### src/rtl/warp_coalescer.sv
module warp_coalescer #(
  parameter int LANES        = 32,
  parameter int AW           = 32,
  parameter int WIDE_BYTES   = 128,
  parameter int NARROW_BYTES = 32
) (
  input  logic                clk,
  input  logic                rst_n,
  input  logic                req_valid,
  output logic                req_ready,
  input  logic [LANES-1:0]    req_active,
  input  logic [LANES*AW-1:0] req_addr,
  output logic                tx_valid,
  input  logic                tx_ready,
  output logic [AW-1:0]       tx_base,
  output logic                tx_wide,
  output logic [LANES-1:0]    tx_mask,
  output logic                tx_last
);

  localparam int WL = $clog2(WIDE_BYTES);
  localparam int NL = $clog2(NARROW_BYTES);
  localparam int LW = $clog2(LANES);
  localparam int SW = AW - NL;

  logic             busy;
  logic [LANES-1:0] pend;
  logic [SW-1:0]    addr_q [LANES];
  logic [LW-1:0]    lead;
  logic [SW-1:0]    lead_addr;
  logic [LANES-1:0] same_seg;
  logic [LANES-1:0] other_sec;
  logic [LANES*NL-1:0] unused_low;

  wire accept = req_valid && !busy;
  wire fire   = tx_valid && tx_ready;

  always_ff @(posedge clk) begin
    if (!rst_n) begin
      busy <= 1'b0;
      pend <= '0;
    end else if (accept) begin
      busy <= |req_active;
      pend <= req_active;
    end else if (fire) begin
      busy <= !tx_last;
      pend <= pend & ~same_seg;
    end
  end

  generate
    for (genvar i = 0; i < LANES; i++) begin : g_lane
      always_ff @(posedge clk)
        if (accept) addr_q[i] <= req_addr[i*AW+NL +: SW];

      assign unused_low[i*NL +: NL] = req_addr[i*AW +: NL];
      assign same_seg[i]  = pend[i] && (addr_q[i][SW-1:WL-NL] == lead_addr[SW-1:WL-NL]);
      assign other_sec[i] = same_seg[i] && (addr_q[i][WL-NL-1:0] != lead_addr[WL-NL-1:0]);
    end
  endgenerate

  always_comb begin
    lead = '0;
    for (int i = LANES - 1; i >= 0; i--)
      if (pend[i]) lead = LW'(i);
  end

  assign lead_addr = addr_q[lead];
  assign req_ready = !busy;
  assign tx_valid  = busy;
  assign tx_mask   = same_seg;
  assign tx_wide   = |other_sec;
  assign tx_last   = (pend & ~same_seg) == '0;
  assign tx_base   = tx_wide ? {lead_addr[SW-1:WL-NL], {WL{1'b0}}}
                             : {lead_addr, {NL{1'b0}}};

endmodule

### config.mk
export PLATFORM = sky130hd
export DESIGN_NAME = warp_coalescer
export DESIGN_NICKNAME = d
export VERILOG_FILES = /design/src/rtl/warp_coalescer.sv
export SDC_FILE = /design/constraint.sdc
export NUM_CORES = 2
export LEC_CHECK = 0
export CORE_AREA = 2 2 444 446
export DETAILED_ROUTE_END_ITERATION = 6
export DIE_AREA = 0 0 446 448
export PLACE_DENSITY = 0.53
export SLEW_MARGIN = 40
export SYNTH_ARGS = -nofsm -noshare
export SYNTH_HDL_FRONTEND = slang
export SYNTH_SLANG_ARGS = --single-unit
### constraint.sdc
create_clock -name clk -period 54.7 [get_ports clk]
set_clock_uncertainty 0.2 [all_clocks]
set_input_delay 8.205 -clock clk [delete_from_list [all_inputs] [get_ports clk]]
set_output_delay 8.205 -clock clk [all_outputs]
set_load 0.01 [all_outputs]
==> out/qor.yml <==
hold_path.class: "reg -> reg"
cts_hold_buf: 0
fp.dieH_um: 448
via_per_inst: 5.691
ys.flop_type: "edfxtp_1"
cts_tree: "built"
fmax_mhz: 51.72
io_buffers: 962
cts_root_buf: "clkbuf_16"
maxCapViolations: 0
path_clk_slew_ps: 60
grt_max_degree: 122
drt-initial-drc-count: 6849
status: "complete, but fails checks"
synth_area_leaders: "edfxtp_1 54%, xnor2_1 6.4%, xor2_1 5.6%, nand2_1 2.4%, mux2i_1 2.4%"
row_count: 162
place_congestion: 1.040
antenna_found_initial: 28
clk_latency_ps: 850
die_w_um: 446
crit_family: "simple AND/OR/NAND/NOR gates"
worstMarginPinSlew_ps: 1079
cellPowerDensity_nw_per_um2: 45.55
violations: "design-rule violations"
cp_common_cell: "buf_4"
die_area_um2: 199800
htree_levels: 3
io_pins: 1128
ys_types: 100
drive_gt1_frac: 0.1055
grt_pass1_vias: 41930
post-dp-hpwl_mm: 277.5
ys_ff_latch: 897
ant_nets: 0
worstSetupStartpointType: "flip-flop"
grt_pass1_wl_mm: 425.1
relSlewSlack: 0.2755
dp_slack_ps: 36370
ir_worst_vdd_uv: 27.26
max_stage_delay_ps: 810
overflow: 0
slew_viol_final: 0
whs_ps: 406.2
fp.coreArea_um2: 194600
setup_ws_ps: 35370
p_leak_nw: 22.26
clock-sinks: 897
area_delta_synth_final_pct: 35.81
vias: 44110
path_class: "reg -> out"
dr.pass1.iters: 7
cts_resized: 0
synth_cells: 4149
drc: 9
synth_warnings: 0
setup_viol: 0
hold_violations: 0
cts_setup_buffers: 0
synth_top_area_frac: 0.5359
arrival_ps: 10930
synth_edf_count: 864
fin_nets: 6170
clockBufferDepth: 3
rsz0062_at_grt: "no"
numCtsBuffers: 106
finalSetupTns_ps: 0
syn_area_per_cell_um2: 11.67
gr-usage-all-layers: 0.3278
routed_wl_mm: 339.5
async_reset_ff_frac: 0
fin_crit_ps: 19330
critPathSlowestCell: "buf_4"
critPathCaptureType: "output pin"
cp_cell_sequence: "or4_4, o311ai_4, buf_4, nand2_1, o21ai_4, buf_4, buf_4, nand2_2, buf_4, o22ai_1, nor4_1, nand3_2, buf_4, xnor2_1, a2111oi_4, nand4_1, nor3_1, o2111ai_1, or4_1, nor2_1, clkdlybuf4s50_1"
syn_area_um2: 48410
wire_per_inst_um: 43.81
initial_core_util: 0.2488
fin_crit_sh: 0.3535
crit_buf_inv: 6
yosysTopAreaCell: "edfxtp_1"
cp_max_fo: 48
ys_seq_area_frac: 0.5496
worstPathRequired_ps: 46300
[flip-flops by register name, indices dropped and copies added, names as in the netlist]
| signal | flops |
|---|---|
| addr_q | 864 |
| pend | 32 |
| tx_valid | 1 |
[worst register-to-register path, stage by stage, from the launching register on]
cell and delay, ps:
dfxtp_1 520, or4_4 590, o311ai_4 90, buf_4 340, nand2_1 570, o21ai_4 340, buf_4 520, buf_4 820
nand2_2 550, buf_4 420, o22ai_1 590, nor4_1 220, nand3_2 580, buf_4 660, xnor2_1 360, a2111oi_4 690
nand4_1 210, nor3_1 590, o2111ai_1 200, or4_1 590, o311a_1 380
[through the flow]
stage / cells / util / power (W) / area, µm²
floorplan: 4153 / - / 0.001573 / 48430
global placement: 7539 / 0.3170 / 0.002192 / 61680
detailed placement: 7543 / 0.3189 / 0.002202 / 62060
CTS: 7737 / 0.3371 / 0.002938 / 65600
global route: 7740 / 0.3378 / 0.003035 / 65730
finish: 7750 / 0.3379 / 0.002995 / 65750
[layer usage]
| layer | wire (µm) | up-vias | global-route usage | share of wire |
|---|---|---|---|---|
| li1 | - | 17890 | - | - |
| met4 | 27130 | 18 | 0.2231 | 0.080 |
| met1 | 126800 | 22210 | 0.3951 | 0.37 |
| met2 | 152500 | 3242 | 0.5149 | 0.45 |
| met5 | 115 | - | 0 | 0.00034 |
| met3 | 33000 | 755 | 0.08375 | 0.097 |
[layout make-up]
type | instances | area (µm²)
tap | 2542 | 3181
inverter | 70 | 275.3
sequential | 897 | 26610
fill | 19580 | 128800
clock inverter | 76 | 834.6
antenna | 12 | 30.03
multi-input combinational | 2896 | 21090
clock buffer | 118 | 2698
timing repair buffer | 1139 | 11040
[Yosys cell counts, drive strengths merged (50+ instances only)]
cell / n
edfxtp: 864
xnor2: 353
nand2: 314
xor2: 309
a21oi: 215
nand3: 189
clkbuf: 162
o21ai: 145
buf: 128
mux2i: 115
nor4: 113
nand4: 99
and3: 90
nor2: 87
nor3: 80
o211ai: 72
inv: 69
a21boi: 65
o2111ai: 56
mux2: 51
a2111oi: 50
[path summary, 6_finish.rpt]
kind | start | to | slack [ps] | cells past startpoint
max | pend[16]$_SDFFE_PN0P_ | tx_last | 35370 | 21
min | pend[31]$_SDFFE_PN0P_ | pend[31]$_SDFFE_PN0P_ | 410 | 2
max reg2reg | pend[16]$_SDFFE_PN0P_ | tx_valid$_SDFFE_PN0P_ | 44560 | 20
min reg2reg | pend[31]$_SDFFE_PN0P_ | pend[31]$_SDFFE_PN0P_ | 410 | 2
[placed cells by master (no fill, tap or decap), types with 75 or more instances in the layout]
| cell type | n |
|---|---|
| clkdlybuf4s50_1 | 962 |
| edfxtp_1 | 864 |
| xnor2_1 | 346 |
| nand2_1 | 308 |
| xor2_1 | 307 |
| a21oi_1 | 208 |
| nand3_1 | 176 |
| buf_4 | 161 |
| o21ai_0 | 128 |
| mux2i_1 | 115 |
| clkbuf_16 | 106 |
| nand4_1 | 99 |
| and3_1 | 90 |
| nor2_1 | 77 |
| nor4_1 | 75 |
| nor3_1 | 75 |
[kinds of logic after synthesis]
logic type,count (synthesis),share of synthesized area
buffers and inverters,360,0.03207
AOI/OAI and AO/OA,926,0.1357
muxes,172,0.03843
and+or+nand+nor,1131,0.1244
other,1,0.00007746
DFF,897,0.5496
xor gates and xnor gates,662,0.1198
[report_power, final]
part / leakage [nW] / switching, W / total (W) / internal (W)
logic: 12.0 / 0.000951 / 0.00138 / 0.000428
registers: 8.54 / 0.0000716 / 0.000881 / 0.000810
clock network: 1.69 / 0.000327 / 0.000735 / 0.000408
total: 22.3 / 0.00135 / 0.00299 / 0.00165
(Power assumes the default switching activity.)
